**config.mk**
```make
export PLATFORM = sky130hd
export DESIGN_NAME = pps_rate_aligner
export DESIGN_NICKNAME = d
export VERILOG_FILES = /design/src/rtl/pps_rate_aligner.sv
export SDC_FILE = /design/constraint.sdc
export NUM_CORES = 1
export LEC_CHECK = 0
export CELL_PAD_IN_SITES_DETAIL_PLACEMENT = 1
export CELL_PAD_IN_SITES_GLOBAL_PLACEMENT = 1
export CORE_UTILIZATION = 46
export CTS_CLUSTER_DIAMETER = 100
export CTS_CLUSTER_SIZE = 30
export DETAILED_ROUTE_END_ITERATION = 6
export GPL_TIMING_DRIVEN = 0
export HOLD_SLACK_MARGIN = 0.03
export PLACE_DENSITY_LB_ADDON = 0.15
export SLEW_MARGIN = 10
export SYNTH_ARGS = -nofsm -noshare
export SYNTH_HDL_FRONTEND = slang
export SYNTH_SLANG_ARGS = --single-unit
```
**constraint.sdc**
```tcl
create_clock -name clk -period 14.7 [get_ports clk]
set_input_delay 4.41 -clock clk [delete_from_list [all_inputs] [get_ports clk]]
set_output_delay 4.41 -clock clk [all_outputs]
set_load 0.01 [all_outputs]
```
**src/rtl/pps_rate_aligner.sv**
```systemverilog
module pps_rate_aligner #(
  parameter int SEC_TICKS = 2000,
  parameter int FRAC_W    = 16,
  parameter int SEC_W     = 32,
  parameter int SHIFT     = 2,
  parameter int LOCK_N    = 4,
  localparam int SUB_W    = $clog2(SEC_TICKS),
  localparam int ERR_W    = SUB_W + 1,
  localparam int RATE_W   = FRAC_W + 2
) (
  input  logic                    clk,
  input  logic                    rst_n,
  input  logic                    pps_in,
  input  logic                    cfg_we,
  input  logic [1:0]              cfg_addr,
  input  logic [15:0]             cfg_wdata,
  output logic [SEC_W-1:0]        time_sec,
  output logic [SUB_W-1:0]        time_sub,
  output logic [RATE_W-1:0]       rate_word,
  output logic signed [ERR_W-1:0] phase_err,
  output logic                    locked,
  output logic                    pps_timeout
);
  localparam int TMO   = SEC_TICKS * 3 / 2;
  localparam int WD_W  = $clog2(TMO + 1);
  localparam int CNT_W = $clog2(LOCK_N + 1);
  localparam int WW    = RATE_W + ERR_W + 10;
  localparam logic [RATE_W-1:0] NOM = RATE_W'(1) << FRAC_W;
  localparam logic [15:0] THR_MIN = 16'h001F;
  localparam logic signed [WW-1:0] RMAX = WW'((64'd1 << RATE_W) - 1);
  localparam logic signed [WW-1:0] RMIN = WW'(1);

  logic              en_q, s1, s2, s3, acq_q;
  logic [7:0]        gain_q;
  logic [15:0]       thr_q;
  logic [FRAC_W-1:0] frac_q;
  logic [CNT_W-1:0]  good_q;
  logic [WD_W-1:0]   wd_q;

  logic [RATE_W:0]   acc;
  logic [SUB_W:0]    nxt;
  logic [SUB_W-1:0]  nxt_w;
  logic              wrap, late, pps_evt, bad;
  logic signed [ERR_W-1:0] err_now;
  logic [ERR_W-1:0]  mag;
  logic signed [WW-1:0] gain_s, err_s, corr, rsum, rclamp;

  assign acc     = {1'b0, rate_word} + (RATE_W+1)'(frac_q);
  assign nxt     = {1'b0, time_sub} + (SUB_W+1)'(acc[RATE_W:FRAC_W]);
  assign wrap    = nxt >= (SUB_W+1)'(SEC_TICKS);
  assign nxt_w   = wrap ? SUB_W'(nxt - (SUB_W+1)'(SEC_TICKS)) : nxt[SUB_W-1:0];
  assign late    = nxt_w >= SUB_W'(SEC_TICKS / 2);
  assign err_now = late ? $signed(ERR_W'(SEC_TICKS) - {1'b0, nxt_w})
                        : -$signed({1'b0, nxt_w});
  assign mag     = err_now[ERR_W-1] ? ERR_W'(-err_now) : ERR_W'(err_now);
  assign bad     = 32'(mag) > 32'(thr_q);
  assign pps_evt = s2 & ~s3 & en_q;

  assign gain_s  = WW'(gain_q);
  assign err_s   = WW'(err_now);
  assign corr    = (gain_s * err_s) >>> SHIFT;
  assign rsum    = WW'(rate_word) + corr;
  assign rclamp  = (rsum < RMIN) ? RMIN : (rsum > RMAX) ? RMAX : rsum;

  always_ff @(posedge clk or negedge rst_n) begin
    if (!rst_n) begin
      {s1, s2, s3} <= '0;
      en_q        <= 1'b1;
      gain_q      <= 8'h70;
      thr_q       <= 16'h026C;
      frac_q      <= '0;
      time_sub    <= '0;
      time_sec    <= '0;
      rate_word   <= NOM;
      phase_err   <= '0;
      acq_q       <= 1'b0;
      good_q      <= '0;
      locked      <= 1'b0;
      pps_timeout <= 1'b0;
      wd_q        <= '0;
    end else begin
      s1 <= pps_in;
      s2 <= s1;
      s3 <= s2;
      if (cfg_we) begin
        case (cfg_addr)
          2'd0:    en_q   <= cfg_wdata[0];
          2'd1:    gain_q <= cfg_wdata[7:0];
          2'd2:    thr_q  <= (cfg_wdata < THR_MIN) ? THR_MIN : cfg_wdata;
          default: ;
        endcase
      end
      frac_q   <= acc[FRAC_W-1:0];
      time_sub <= nxt_w;
      time_sec <= time_sec + SEC_W'(wrap);
      if (!en_q) begin
        rate_word   <= NOM;
        acq_q       <= 1'b0;
        good_q      <= '0;
        locked      <= 1'b0;
        pps_timeout <= 1'b0;
        wd_q        <= '0;
      end else if (pps_evt) begin
        frac_q    <= '0;
        time_sub  <= '0;
        time_sec  <= time_sec + SEC_W'(wrap) + SEC_W'(late);
        phase_err <= err_now;
        wd_q      <= '0;
        acq_q     <= 1'b1;
        if (acq_q) begin
          rate_word <= RATE_W'(rclamp);
          if (bad) begin
            good_q <= '0;
            locked <= 1'b0;
          end else begin
            if (good_q != CNT_W'(LOCK_N)) good_q <= good_q + 1'b1;
            if (good_q >= CNT_W'(LOCK_N - 1)) locked <= 1'b1;
          end
        end
      end else if (wd_q == WD_W'(TMO - 1)) begin
        pps_timeout <= 1'b1;
        locked      <= 1'b0;
        good_q      <= '0;
        acq_q       <= 1'b0;
        wd_q        <= '0;
      end else begin
        wd_q <= wd_q + 1'b1;
      end
    end
  end
endmodule


```
## Word level (Yosys, flattened, before mapping)

Index checks and enable logic that the tools add are counted.

| word-level totals | value |
|---|---|
| register bits after elaboration | 135 |
| word-level logic and storage cells | 94 |
| input port bits | 22 |
| output and inout port bits | 75 |

| cells by class | value |
|---|---|
| bitwise gates (word level) | 3 |
| muxes and demuxes | 35 |
| add/subtract/negate cells | 11 |
| equality and inequality tests | 12 |
| magnitude comparators | 7 |
| $mul | 1 |
| reduce and logical (&&, ||, !) cells | 9 |

Operators with widths:

| cell | count |
|---|---|
| $mux 18 | 5 |
| $add 32x1->32 | 2 |
| $mux 32 | 2 |
| $mux 12 | 5 |
| $mux 16 | 3 |
| $mux 11 | 3 |
| $mul 9x12->21 | 1 |
| $add 19x19->20 | 1 |
| $gt 20x19->1 const B | 1 |
| $lt 20x2->1 const B | 1 |
| $add 18x16->19 | 1 |
| $mux 3 | 6 |
| $gt 12x16->1 | 1 |
| $lt 16x5->1 const B | 1 |
| $add 11x3->12 | 1 |
| $add 12x1->12 const B | 1 |
| $eq 12x12->1 const B | 1 |
| $ge 12x11->1 const B | 1 |
| $neg 11->12 | 1 |
| $neg 12->12 | 1 |
| $reduce_and 2->1 | 6 |
| $sub 11x11->12 const A | 1 |
| $ge 11x10->1 const B | 1 |
| $mux 1 | 11 |
| other kinds (14) | 20 |

## Longest topological paths before layout

| depth | value |
|---|---|
| depth in word-level cells | 14 |
| mapped depth | 63 |
| mapped depth without buffers | 58 |

## Least setup slack after synthesis

Ideal clock, no wire load.

| path | value |
|---|---|
| kind | register to register |
| from | register rate_word[0] |
| to | register rate_word[10] |
| stages on the path, launching flop included | 58 |
| data required time | 14.617 ns |
| setup slack | 1.704 ns |
| period minus slack after synthesis | 12.996 ns |
| data arrival time | 12.913 ns |
| path buffers | 3 |
| library setup time | 0.083 ns |
| path through | dfrtp_1 -> ha_1 -> inv_1 -> fa_1 -> nor2b_1 -> o21ai_0 -> a21oi_1 -> o21ai_0 -> a21boi_0 -> o21ai_0 -> a21oi_1 -> nor3_1 -> o31ai_1 -> a21oi_1 -> xnor2_1 -> ha_1 -> fa_1 -> a21oi_1 -> (+22 left out) -> fa_1 -> ha_1 -> and2_1 -> o21ai_0 -> o211ai_1 -> xor2_1 -> ha_1 -> and4_1 -> a22o_1 -> a21oi_1 -> a21oi_1 -> a2111oi_0 -> o21bai_1 -> nor2_1 -> a21o_1 -> clkbuf_1 -> nor2_1 -> o21ai_0 |

| between the ends | value |
|---|---|
| cells in the longest elaborated chain, start to end | 14 |

RTL lines:

| what | RTL line | text |
|---|---|---|
| start: declaration | 19 | `output logic [RATE_W-1:0] rate_word,` |
| start signal: assignment | 111 | `rate_word <= RATE_W'(rclamp);` |
| $add 18x16->19 | 48 | `assign acc = {1'b0, rate_word} + (RATE_W+1)'(frac_q);` |
| $add 11x3->12 | 49 | `assign nxt = {1'b0, time_sub} + (SUB_W+1)'(acc[RATE_W:FRAC_W]);` |
| $sub 11x11->11 / $ge 12x11->1 (equally long branches) | 51, 50 |  |
| $mux 11 | 51 | `assign nxt_w = wrap ? SUB_W'(nxt - (SUB_W+1)'(SEC_TICKS)) : nxt[SUB_W-1:0];` |
| $neg 11->12, or another cell as far along | 54 | `: -$signed({1'b0, nxt_w});` |
| $mux 12 | 53 | `assign err_now = late ? $signed(ERR_W'(SEC_TICKS) - {1'b0, nxt_w})` |
| $mul 9x12->21 | 61 | `assign corr = (gain_s * err_s) >>> SHIFT;` |
| $add 19x19->20 (*) | 62 | `assign rsum = WW'(rate_word) + corr;` |
| $gt 20x19->1 | 63 | `assign rclamp = (rsum < RMIN) ? RMIN : (rsum > RMAX) ? RMAX : rsum;` |
| $mux 18 | 63 |  |
| $mux 18 (*) | 63 |  |
| $mux 18 (*) | 110 | `if (acq_q) begin` |
| $mux 18 (*) | 103 | `end else if (pps_evt) begin` |
| $mux 18 (*) | 96 | `if (!en_q) begin` |

Mark *: on every way between the ends. The rest lies on a longest branch, timed or not. The select of a mux whose other input is x is not followed.
A chain may end at the register's enable or synchronous reset.

## Worst setup path after layout

| path | value |
|---|---|
| from | register rate_word[0] |
| to | register rate_word[0] |

Same word-level chain as after synthesis.

==> results.sh <==
export IMPL_status="finished clean"
export IMPL_ys_seq_area_share_pct=27.0
export IMPL_timing_worst_slew_pin_value_ns=1.05
export IMPL_routed_wire_length_um=34700
export IMPL_synth_cells=1426
export IMPL_skew_ns=0.0153
export IMPL_fmaxAchievable_ghz=0.0719
export IMPL_detail_route_drc_violations=0
export IMPL_grt_use_met3_pct=3.38
export IMPL_cts_buffers_inserted=17
export IMPL_fp_row_count=60
export IMPL_die_area_um2=28000
export IMPL_die_width_um=167
export IMPL_end_kind="register"
export IMPL_antenna_violating_nets_post_route=0
export IMPL_placed_area_um2=14000
export IMPL_netlist_top_cells_area="sky130_fd_sc_hd__dfrtp_1 (25%), sky130_fd_sc_hd__fa_1 (13%), sky130_fd_sc_hd__ha_1 (11%), sky130_fd_sc_hd__xnor2_1 (6.4%), sky130_fd_sc_hd__nand2_1 (5.2%)"
export IMPL_share_of_cells_above_drive_strength_1_pct=7.49
export IMPL_final_max_slew_violation_count=0
export IMPL_global_route_usage_total_pct=25.5
export IMPL_gr_usage_met1_pct=31.8
export IMPL_timing_critical_path_slowest_cell_delay_ns=0.61
export IMPL_finalWorstPathRequiredPeriod_ns=13.91
export IMPL_timing_critical_path_from="rate_word[0]"
export IMPL_clock_root_buffer="sky130_fd_sc_hd__clkbuf_16"
export IMPL_synthToLayoutAreaGrowth_pct=17.8
export IMPL_post_synth_top_count_cell="sky130_fd_sc_hd__nand2_1"
export IMPL_timing_hold_worst_class="reg2reg"
export IMPL_finalWorstSetupSlack_ns=0.792
export IMPL_first_global_vias=11400
export IMPL_critical_path_reg2reg_startpoint="rate_word[0]"
export IMPL_finalWeightedCongestion=0.884
export IMPL_n_antenna_cell=0
export IMPL_critPathSlowestCell="sky130_fd_sc_hd__or4_1"
export IMPL_async_flop_share_pct=100
export IMPL_setup_viol=0
export IMPL_worst_ep_arrival_time_ns=14.20
export IMPL_ctsHoldBuffers=0
export IMPL_finish_instance_area_um2=14800
export IMPL_yosys_register_bits=135
export IMPL_critical_path_most_common_cell="sky130_fd_sc_hd__a21oi_1"
export IMPL_tritoncts_clock_tree="done"
export IMPL_hold_viol=0
export IMPL_routedWlPerCell_um=18.2
export IMPL_htreeDepth=4
export IMPL_port_buffers=96
export IMPL_fillCellCount=3137
export IMPL_worstSkewPairLatency_ns=0.43
export IMPL_initial_utilization_pct=46.8
export IMPL_cts_sinks=135
export IMPL_predominant_post_synthesis_flop_cell="sky130_fd_sc_hd__dfrtp_1"
export IMPL_grt_pass1_wl_um=57200
export IMPL_total_number_of_yosys_warnings=0
export IMPL_reg2regPathDepth=54
export IMPL_critical_path_endpoint="rate_word[0]"
export IMPL_gr_usage_met2_pct=45.9
export IMPL_mapped_cell_area_um2=12600
export IMPL_initialDrtViolationCount=522
export IMPL_r2r_slack_ns=0.79
export IMPL_timing_max_slew_rel_slack_pct=29.2
export IMPL_reported_max_cap_violation_count=0
export IMPL_worst_r2r_endpoint="rate_word[0]"
export IMPL_post_route_period_util_pct=94.6
export IMPL_floorplan_core_area_um2=26900
export IMPL_postSynthAreaPerCell_um2=8.82
export IMPL_synth_top_cells_by_count="sky130_fd_sc_hd__nand2_1 (175), sky130_fd_sc_hd__inv_1 (152), sky130_fd_sc_hd__dfrtp_1 (125)"
export IMPL_worst_ep_required_time_ns=15.00
export IMPL_post_synth_num_cell_types=71
export IMPL_grt_max_degree=86
export IMPL_die_height_um=167
export IMPL_grt_busiest_layer="met2"
export IMPL_gr_total_overflow=0
export IMPL_via_count=10500
export IMPL_synthDominantCellAreaShare_pct=24.9
export IMPL_vias_per_cell=5.53
export IMPL_dp_hpwl_um=27000
export IMPL_worst_path_max_fanout=10
export IMPL_ctsLongestPathBuffers=2
export IMPL_finalNetCount=1764
export IMPL_timing_worst_setup_path_type="reg2reg"
export IMPL_antenna_found_initial=0
export IMPL_synth_top_area_cell="sky130_fd_sc_hd__dfrtp_1"
export IMPL_pin_count=97
export IMPL_syn_nets=1640
export IMPL_cts_clk_slew_worst_paths_ns=0.07
export IMPL_first_pass_iters=4
export IMPL_worstSetupStartpointType="register"
export IMPL_synth_edff_count=0
export IMPL_dpl_worst_slack_ns=-1.46
-- repair_timing --
action,in CTS,in global routing
buffers inserted,1,8
resized for setup,20,33
endpoints found under the setup margin,18,18
pin swaps,0,5
-- flip-flops by register name, summed over array words and instances, names as in the netlist --
register	count
time_sec	32
locked	1
rate_word	18
pps_timeout	1
gain_q	8
s2	1
frac_q	16
s3	1
acq_q	1
wd_q	12
s1	1
good_q	3
phase_err	12
time_sub	11
en_q	1
thr_q	16
-- layer usage --
layer  part of all wire, %  up-vias  routed length, µm
met4                   2.1        0                721
met1                    43     5304              15100
met3                   2.6       50                908
met2                    52      170              17900
li1                      -     5005                  -
met5                     0        -                  0
-- metrics by stage --
stage | std cells | hold WS (ns) | TNS (ns) | utilization [%]
detailed placement | 1864 | 0.360 | -22.36 | 52.1
CTS | 1896 | 0.367 | 0 | 54.5
global placement | 1863 | 0.355 | -15.54 | 52.0
finish | 1904 | 0.368 | 0 | 55.1
global route | 1904 | 0.371 | -1.16 | 55.1
floorplan | 1426 | 0.331 | 0 | -
-- cell usage in the layout (no fill, tap or decap), types with 19 or more instances in the layout --
cell	count
sky130_fd_sc_hd__fa_1	80
sky130_fd_sc_hd__clkdlybuf4s50_1	95
sky130_fd_sc_hd__o21ai_0	65
sky130_fd_sc_hd__clkbuf_1	31
sky130_fd_sc_hd__inv_1	152
sky130_fd_sc_hd__nand3_1	39
sky130_fd_sc_hd__and2_1	65
sky130_fd_sc_hd__dfrtp_1	124
sky130_fd_sc_hd__xnor2_1	86
sky130_fd_sc_hd__xor2_1	42
sky130_fd_sc_hd__a21oi_1	48
sky130_fd_sc_hd__nor2_1	107
sky130_fd_sc_hd__a21o_1	19
sky130_fd_sc_hd__nand2_1	175
sky130_fd_sc_hd__ha_1	109
sky130_fd_sc_hd__nor3_1	24
-- how the worst min path moves through the flow --
stage | start | endpoint | slack, ns | cells after the start
floorplan | s1 | s2 | 0.33 | 0
global placement | s2 | s3 | 0.36 | 0
detailed placement | s2 | s3 | 0.36 | 0
CTS | s2 | s3 | 0.37 | 0
global route | s2 | s3 | 0.37 | 0
finish | s2 | s3 | 0.37 | 0
-- final cells by class --
class	instances	area, µm²	area share [%]
repair buffers	106	1060	7.14
well taps	341	427	2.88
plain buffers	47	219	1.48
flip-flops and latches	135	3390	22.9
clock buffers	19	453	3.06
inverters	152	571	3.85
multi-input cells	1091	8560	57.8
clock inverters	13	135	0.912
-- worst max-delay path, delay by kind of cell (launching register included) --
family / cells / cell delay [ns]
AOI/OAI and AO/OA: 24 / 5.14
xor gates and xnor gates: 4 / 0.89
adders and majority gates: 12 / 4.61
buffers and inverters: 4 / 0.59
DFF: 1 / 0.41
and+or+nand+nor: 10 / 2.16
-- cell families (layout without fill, tap and decap cells) --
| kind of cell | count (synthesis) | in the layout | share of synthesized area [%] |
|---|---|---|---|
| and+or+nand+nor | 520 | 520 | 20.3 |
| AOI/OAI and AO/OA | 235 | 235 | 12.4 |
| buffers and inverters | 200 | 337 | 6.13 |
| adders and majority gates | 192 | 192 | 23.9 |
| DFF | 135 | 135 | 27.0 |
| xor gates and xnor gates | 134 | 134 | 9.33 |
| muxes | 10 | 10 | 0.985 |
Power is not shown: default switching activity piles up to over one toggle a cycle in this logic, so the estimate is an artifact.
